--- src/rtl/dcb_deser_pkg.sv ---
package dcb_deser_pkg;

   // number of polarity flags ahead of the payload on every lane
   localparam int unsigned FLAG_W = 2;

   // {A,B} flag pair as it sits in the top two bits of a lane frame
   typedef enum logic [FLAG_W-1:0] {
      FLAGS_LOW   = 2'b00,
      FLAGS_PLAIN = 2'b01,
      FLAGS_INV   = 2'b10,
      FLAGS_HIGH  = 2'b11
   } flag_pair_e;

endpackage

--- src/rtl/dcb_frame_align.sv ---
module dcb_frame_align #(
   parameter int unsigned FRAME_W = 9
) (
   input  logic clk,
   input  logic rst,
   input  logic frame_start,
   output logic word_ready
);

   localparam int unsigned CNT_W = $clog2(FRAME_W + 1);
   localparam logic [CNT_W-1:0] LAST = CNT_W'(FRAME_W);

   logic [CNT_W-1:0] bit_cnt;

   if (FRAME_W < 2) begin : g_bad_frame
      $error("dcb_frame_align: FRAME_W must be at least 2");
   end

   // counts bits captured in the current frame; zero means idle
   always_ff @(posedge clk) begin
      if (rst) begin
         bit_cnt <= '0;
      end else if (frame_start) begin
         bit_cnt <= CNT_W'(1);
      end else if (bit_cnt != '0 && bit_cnt != LAST) begin
         bit_cnt <= bit_cnt + CNT_W'(1);
      end else begin
         bit_cnt <= '0;
      end
   end

   assign word_ready = (bit_cnt == LAST);

   p_cnt_range_r2: assert property (@(posedge clk) disable iff (rst)
      bit_cnt <= LAST);

   p_realign_r8: assert property (@(posedge clk) disable iff (rst)
      frame_start |=> (bit_cnt == CNT_W'(1)));

endmodule

--- src/rtl/dcb_lane_shift.sv ---
module dcb_lane_shift #(
   parameter int unsigned FRAME_W = 9
) (
   input  logic               clk,
   input  logic               rst,
   input  logic               bit_in,
   output logic [FRAME_W-1:0] frame
);

   // oldest bit ends up at the top: flag A in FRAME_W-1 after a full frame
   always_ff @(posedge clk) begin
      if (rst) begin
         frame <= '0;
      end else begin
         frame <= {frame[FRAME_W-2:0], bit_in};
      end
   end

endmodule

--- src/rtl/dcb_lane_restore.sv ---
module dcb_lane_restore
   import dcb_deser_pkg::*;
#(
   parameter int unsigned PAY_W = 7,
   localparam int unsigned FRAME_W = PAY_W + FLAG_W
) (
   input  logic [FRAME_W-1:0] frame,
   output logic [PAY_W-1:0]   payload,
   output logic               bad_flags
);

   flag_pair_e flags;

   assign flags = flag_pair_e'(frame[FRAME_W-1 -: FLAG_W]);

   always_comb begin
      payload   = frame[PAY_W-1:0];
      bad_flags = 1'b0;
      case (flags)
         FLAGS_INV:   payload = ~frame[PAY_W-1:0];
         FLAGS_PLAIN: payload = frame[PAY_W-1:0];
         default:     bad_flags = 1'b1;
      endcase
   end

endmodule

--- src/rtl/dcb_lane_deser.sv ---
module dcb_lane_deser
   import dcb_deser_pkg::*;
#(
   parameter int unsigned LANES = 3,
   parameter int unsigned PAY_W = 7,
   localparam int unsigned FRAME_W = PAY_W + FLAG_W,
   localparam int unsigned OUT_W = LANES * PAY_W
) (
   input  logic             clk,
   input  logic             rst,
   input  logic [LANES-1:0] lane_bit,
   input  logic             frame_start,
   output logic [OUT_W-1:0] out_word,
   output logic             out_valid,
   output logic             code_error
);

   logic             word_ready;
   logic [OUT_W-1:0] restored;
   logic [LANES-1:0] lane_bad;

   if (LANES < 1) begin : g_bad_lanes
      $error("dcb_lane_deser: LANES must be at least 1");
   end
   if (PAY_W < 1) begin : g_bad_pay
      $error("dcb_lane_deser: PAY_W must be at least 1");
   end

   dcb_frame_align #(.FRAME_W(FRAME_W)) align_i (
      .clk         (clk),
      .rst         (rst),
      .frame_start (frame_start),
      .word_ready  (word_ready)
   );

   for (genvar ln = 0; ln < LANES; ln++) begin : g_lane
      logic [FRAME_W-1:0] frame;

      dcb_lane_shift #(.FRAME_W(FRAME_W)) shift_i (
         .clk    (clk),
         .rst    (rst),
         .bit_in (lane_bit[ln]),
         .frame  (frame)
      );

      dcb_lane_restore #(.PAY_W(PAY_W)) restore_i (
         .frame     (frame),
         .payload   (restored[ln*PAY_W +: PAY_W]),
         .bad_flags (lane_bad[ln])
      );
   end

   always_ff @(posedge clk) begin
      if (rst) begin
         out_word   <= '0;
         out_valid  <= 1'b0;
         code_error <= 1'b0;
      end else begin
         out_valid <= word_ready;
         if (word_ready) begin
            out_word <= restored;
            if (|lane_bad) begin
               code_error <= 1'b1;
            end
         end
      end
   end

   p_valid_pulse_r2: assert property (@(posedge clk) disable iff (rst)
      out_valid |=> !out_valid);

   p_word_hold_r9: assert property (@(posedge clk) disable iff (rst)
      !out_valid |-> $stable(out_word));

   p_err_sticky_r6: assert property (@(posedge clk) disable iff (rst)
      code_error |=> code_error);

   p_err_with_word_r5: assert property (@(posedge clk) disable iff (rst)
      $rose(code_error) |-> out_valid);

endmodule

--- config.mk ---
export PLATFORM = sky130hd
export DESIGN_NAME = dcb_lane_deser
export DESIGN_NICKNAME = d
export VERILOG_FILES = /design/src/rtl/dcb_deser_pkg.sv /design/src/rtl/dcb_frame_align.sv /design/src/rtl/dcb_lane_shift.sv /design/src/rtl/dcb_lane_restore.sv /design/src/rtl/dcb_lane_deser.sv
export SDC_FILE = /design/constraint.sdc
export NUM_CORES = 1
export LEC_CHECK = 0
export CAP_MARGIN = 20
export CORE_AREA = 2 2 72 108
export DETAILED_ROUTE_END_ITERATION = 10
export DIE_AREA = 0 0 74 110
export DONT_BUFFER_PORTS = 1
export PLACE_DENSITY = 0.42
export SETUP_SLACK_MARGIN = 0.05
export SLEW_MARGIN = 20
export SYNTH_ARGS = -nofsm -noshare
export SYNTH_HDL_FRONTEND = slang
export SYNTH_SLANG_ARGS = --single-unit
--- constraint.sdc ---
create_clock -name clk -period 1.65 [get_ports clk]
set_input_delay 0.2475 -clock clk [delete_from_list [all_inputs] [get_ports clk]]
set_output_delay 0.2475 -clock clk [all_outputs]
set_load 0.05 [all_outputs]
==> results of run 1 <==
## power by group
group / switching, mW / leakage [nW] / internal [mW]
registers: 0.00993 / 0.437 / 1.32
logic: 0.0381 / 0.313 / 0.0293
clock network: 0.438 / 0.0472 / 0.338
total: 0.486 / 0.797 / 1.68
## logic make-up (layout without fill, tap and decap cells)
kind of cell,count (synthesis),in the layout
AO/OA/AOI/OAI,25,25
XOR/XNOR,23,23
adder cells (fa/ha/maj),6,6
buffers and inverters,21,31
flip-flops,54,54
multiplexers,1,1
AND/OR/NAND/NOR,57,57
## registers in the layout, indices dropped and copies added (netlist names)
register,flops
out_word,21
g_lane.shift_i.frame,27
out_valid,1
align_i.bit_cnt,4
code_error,1
## cell usage in the layout, fill, tap and decap left out, types with 6 or more instances in the layout
cell,netlist,layout
dfxtp_1,54,54
nor2_1,12,12
a211oi_2,21,21
inv_1,7,7
nor2b_1,25,25
clkbuf_8,0,6
buf_4,0,6
xnor2_1,22,22
nor2_2,17,17
dlygate4sd3_1,0,7
ha_1,6,6
## layout make-up
cell class,instances,area share [%]
tap,100,5.20
clock inverter,2,0.520
multi-input combinational,112,37.3
sequential,54,44.9
inverter,7,1.09
timing repair buffer,16,7.49
clock buffer,6,3.43
## critical path, stage by stage, from the launching register on
cell      delay (ns)
dfxtp_1         0.41
ha_1            0.20
and3b_2         0.26
buf_12          0.21
nor2_1          0.07
a211oi_2        0.22
## Yosys cell counts (2+ instances only)
library cell  count
clkbuf_1          3
buf_2             2
nor2_1           12
clkbuf_2          3
inv_1             7
a211oi_2         21
nor2b_1          25
o21ai_0           2
xnor2_1          22
ha_1              6
a21oi_1           2
buf_12            2
dfxtp_1          54
buf_6             3
nor2_2           17
## per-stage QoR
stage | worst slack [ns] | hold slack, ns | utilization (%) | cell area [sq um]
3_5_place_dp | 0.193 | 0.320 | 30.6 | 2200
6_report | 0.191 | 0.0696 | 33.5 | 2410
4_1_cts | 0.146 | 0.0662 | 33.2 | 2380
3_3_place_gp | 0.293 | 0.319 | 30.6 | 2200
2_1_floorplan | 0.369 | 0.376 | - | 2120
5_1_grt | 0.0685 | 0.0693 | 33.5 | 2410
## how the worst max path moves through the flow
stage | endpoint | cells after the start
6_report | out_word[8]$_SDFFE_PP0P_ | 5
3_3_place_gp | out_word[8]$_SDFFE_PP0P_ | 6
3_5_place_dp | out_word[8]$_SDFFE_PP0P_ | 5
4_1_cts | out_word[8]$_SDFFE_PP0P_ | 5
5_1_grt | out_word[8]$_SDFFE_PP0P_ | 6
2_1_floorplan | out_word[0]$_SDFFE_PP0P_ | 7
## metal layers
metal / vias up / track usage, %
li1: 618 / -
met2: 25 / 17.8
met4: 0 / 4.29
met5: - / 0
met3: 5 / 3.45
met1: 616 / 11.3
## what timing repair did
action / CTS / global route
endpoints found under the setup margin: 0 / 1
endpoints found under the hold margin: 48 / 0
hold buffers: 8 / 0
==> reports/metrics.cfg, run 1 <==
[run_status]
status=complete, no violations

[place]
port_buffers=0
dp.cells=280
place.gp.congestion=0.705
hpwl_microns=2300

[global_route]
grt_max_degree=45
grt_pass1_vias=1351
grt_pass1_wl_microns=6370
track_usage_pct=10.3
grt_antenna_before_repair=0
gr-total-overflow=0

[yosys]
synth-edff-count=0
avgSynthCellArea_sq_um=11.3
synth.top_cell.area_share_pct=51.0
synthAdderAreaFrac_pct=3.54
synth_nets=199
synth_flop_cell=dfxtp_1
netlist_area_sq_mm=0.00212
synth_top_family_by_area=simple AND/OR/NAND/NOR gates
synth-simple-area-share_pct=15.5
netlist.top_cell.by_area=dfxtp_1
synthTopCellsByArea=dfxtp_1 (51%), a211oi_2 (12%), xnor2_1 (9.1%)
synth_xor_area_share_pct=9.51
synth-seq-area-share_pct=51.0
synth_mux_area_share_pct=0.473
netlist_instances=187
ys_warn_count=0
synth_compound_area_share_pct=13.3
synth-seq-cells=54
synthArstFlopShare_pct=0
synth_cell_type_count=21

[setup_path]
r2r_end=out_word[8]$_SDFFE_PP0P_
crit_path_end_kind=flip-flop
cp.required_ns=1.88
path_class=flip-flop to flip-flop
rrSetupSlack_ns=0.19
crit_arrival_ns=1.69
worstSetupStartpointType=flip-flop
worstPathMaxFanout=22
startpoint=align_i.bit_cnt[0]$_SDFF_PP0_
crit-reg2reg-launch=align_i.bit_cnt[0]$_SDFF_PP0_
reg2reg_depth=5

[timing]
post-route-period-util_pct=88.4
worst_pin_slew_ns=0.550
setup_tns_ns=0
final-hold-violation-count=0
max_freq_mhz=685
drv_slew=0
relSlewSlack_pct=63.3
grt_setup_unrepaired=false
fin_skew_ns=0.00501
min_period_ns=1.46
finalSetupViolations=0

[drt]
met1Wirelength_microns=1700
drt_iter0_markers=35
dr.pass1.iters=3
wl_per_cell_microns=13.4
post_drt_via_cell_ratio=4.26
final_antenna_net_count=0
top_layer=met4
wl_microns=3990
drc=0
route.met2.wl_microns=2030
dr_total_vias=1264
met3_wirelength_microns=203

[die]
die_w_microns=74
start_util_pct=29.5
rows=38
core_area_sq_mm=0.00718
die_area_sq_mm=0.00814
ios=29
die_h_microns=110

[min_path]
hold_path.class=input pin to flip-flop
hp-start=frame_start
hold_depth=2
hold_end=align_i.bit_cnt[0]$_SDFF_PP0_

[clocking]
cts_resized=0
clk_path_buf_depth=2
h-tree-depth=2
cts_root_buf=clkbuf_8
post_cts_buffers=0
cts_tree=built
numCtsBuffers=5
cts_sinks=54
clk_latency_ns=0.31
clkTransAtPathRegs_ns=0.09

[pwr]
p_leak_nw=0.797
p_per_area_mw_per_mm2=902
finalPower_mw=2.17
vdd.ir_drop.worst_v=0.000356

[finish]
seq_area_sq_mm=0.00108
area_growth_pct=13.6
final_cell_count_no_fill=297
fillCellCount=720
nNetsFinal=208
antenna_cells=0
multiInputGateArea_sq_um=898
drive_gt1_share_pct=28.4

[job]
drv_cap=0

Power figures use the tool's default switching activity.
==> inputs of run 2 (changes only) <==
GPL_TIMING_DRIVEN = 0   (was default)
==> run 2 against run 1 <==
Effect of this change: critical path depth rose by 2; die area did not move; via count fell by 2.3%; clock skew rose by 0.0010 ns; utilization fell by 1.2 points; clock-buffer cell count did not move.
==> reports/metrics.cfg, run 2 (synthesis results as in run 1) <==
[timing]
worst_pin_slew_ns=0.681
setup_tns_ns=0
fin_skew_ns=0.00601
finalSetupViolations=0
min_period_ns=1.43
worst_hold_slack_ns=0.0739
fin_ws_ns=0.221
relSlewSlack_pct=54.6
final-hold-violation-count=0
post-route-period-util_pct=86.6
drv_slew=0
grt_setup_unrepaired=false
max_freq_mhz=700

[pwr]
finalPower_mw=2.08
p_per_area_mw_per_mm2=896
p_leak_nw=0.745
vdd.ir_drop.worst_v=0.000347

[finish]
largest_reg_flops=27
nNetsFinal=206
final_cell_mix=dfxtp_1 (54), nor2b_1 (25), xnor2_1 (22)
drive_gt1_share_pct=27.8
layout_commonest_cell=dfxtp_1
antenna_cells=0
multiInputGateArea_sq_um=897
reg_top3=g_lane.shift_i.frame (27), out_word (21), align_i.bit_cnt (4)
regMostFlops=g_lane.shift_i.frame
fillCellCount=741
seq_area_sq_mm=0.00108
final_cell_count_no_fill=294
area_growth_pct=9.69

[clocking]
cts_resized=0
h-tree-depth=2
numCtsBuffers=5
cts_sinks=54
cts_root_buf=clkbuf_8
cts_hold_buf=0
cts_tree=built
clk_latency_ns=0.30
post_cts_buffers=0
clk_path_buf_depth=2
clkTransAtPathRegs_ns=0.09

[setup_path]
cpPeakStageDelay_ns=0.37
worstSetupStartpointType=flip-flop
crit_path_end_kind=flip-flop
crit_chain=inv_1, ha_1, and3b_1, buf_6, buf_12, nor2_2, a211oi_2
worstPathMaxFanout=10
crit_arrival_ns=1.59
path_class=flip-flop to flip-flop
cp.required_ns=1.81
critPathTopFamily=buffers and inverters
worst-path-buf-inv=3
crit_path_top_delay_cell=dfxtp_1

[global_route]
grt_max_degree=16
grtUsageMet2_pct=19.6
grt_pass1_vias=1389
gr-total-overflow=0
grt_antenna_before_repair=0
grt.met3_usage_pct=3.82
busiest_layer=met2
track_usage_pct=10.8
grt_pass1_wl_microns=6560
grt.met1_usage_pct=11.1

[drt]
dr.pass1.iters=2
wl_per_cell_microns=13.2
post_drt_via_cell_ratio=4.20
wl_microns=3870
dr_total_vias=1235
drc=0
drt_iter0_markers=25
final_antenna_net_count=0

[place]
dpl_worst_slack_ns=0.223
dp.cells=287
hpwl_microns=2840
port_buffers=0
place.gp.congestion=0.682

[die]
core_area_sq_mm=0.00718
start_util_pct=29.5
die_w_microns=74
rows=38
die_h_microns=110
die_area_sq_mm=0.00814
ios=29

[run_status]
status=complete, no violations

[min_path]
hold_path.class=input pin to flip-flop

[job]
drv_cap=0

run 2: where the power goes:
group / internal, mW / switching [mW] / total (mW)
clock: 0.292 / 0.399 / 0.691
sequential: 1.32 / 0.00946 / 1.33
combinational: 0.0227 / 0.0421 / 0.0649
total: 1.63 / 0.451 / 2.08
run 2: stage by stage:
| step | cell area (sq um) | utilization, % |
|---|---|---|
| final | 2320 | 32.4 |
| after global routing | 2320 | 32.4 |
| after CTS | 2320 | 32.4 |
| after detailed placement | 2240 | 31.2 |
| after global placement | 2240 | 31.2 |
| after floorplan | 2120 | - |
run 2: metal layers:
metal | routed length, microns | share of wire (%)
met1 | 1560 | 40
met2 | 2030 | 52
met5 | 0 | 0
met3 | 200 | 5.2
met4 | 78 | 2.0
run 2: final timing paths:
path                                         startpoint                                    end  slack [ns]  cells after the start
setup / recovery          align_i.bit_cnt[1]$_SDFF_PP0_              out_word[19]$_SDFFE_PP0P_        0.22                      7
setup reg to reg          align_i.bit_cnt[1]$_SDFF_PP0_              out_word[19]$_SDFFE_PP0P_        0.22                      7
hold / removal                              lane_bit[1]  g_lane[1].shift_i.frame[0]$_SDFF_PP0_        0.07                      1
hold reg to reg   g_lane[0].shift_i.frame[7]$_SDFF_PP0_  g_lane[0].shift_i.frame[8]$_SDFF_PP0_        0.45                      2
run 2: final cells by class:
type | count | share of cell area (%)
clock inverters | 1 | 0.323
clock buffers | 6 | 3.12
inverters | 7 | 1.13
well taps | 100 | 5.39
multi-input cells | 112 | 38.6
flip-flops and latches | 54 | 46.5
plain buffers | 14 | 4.90
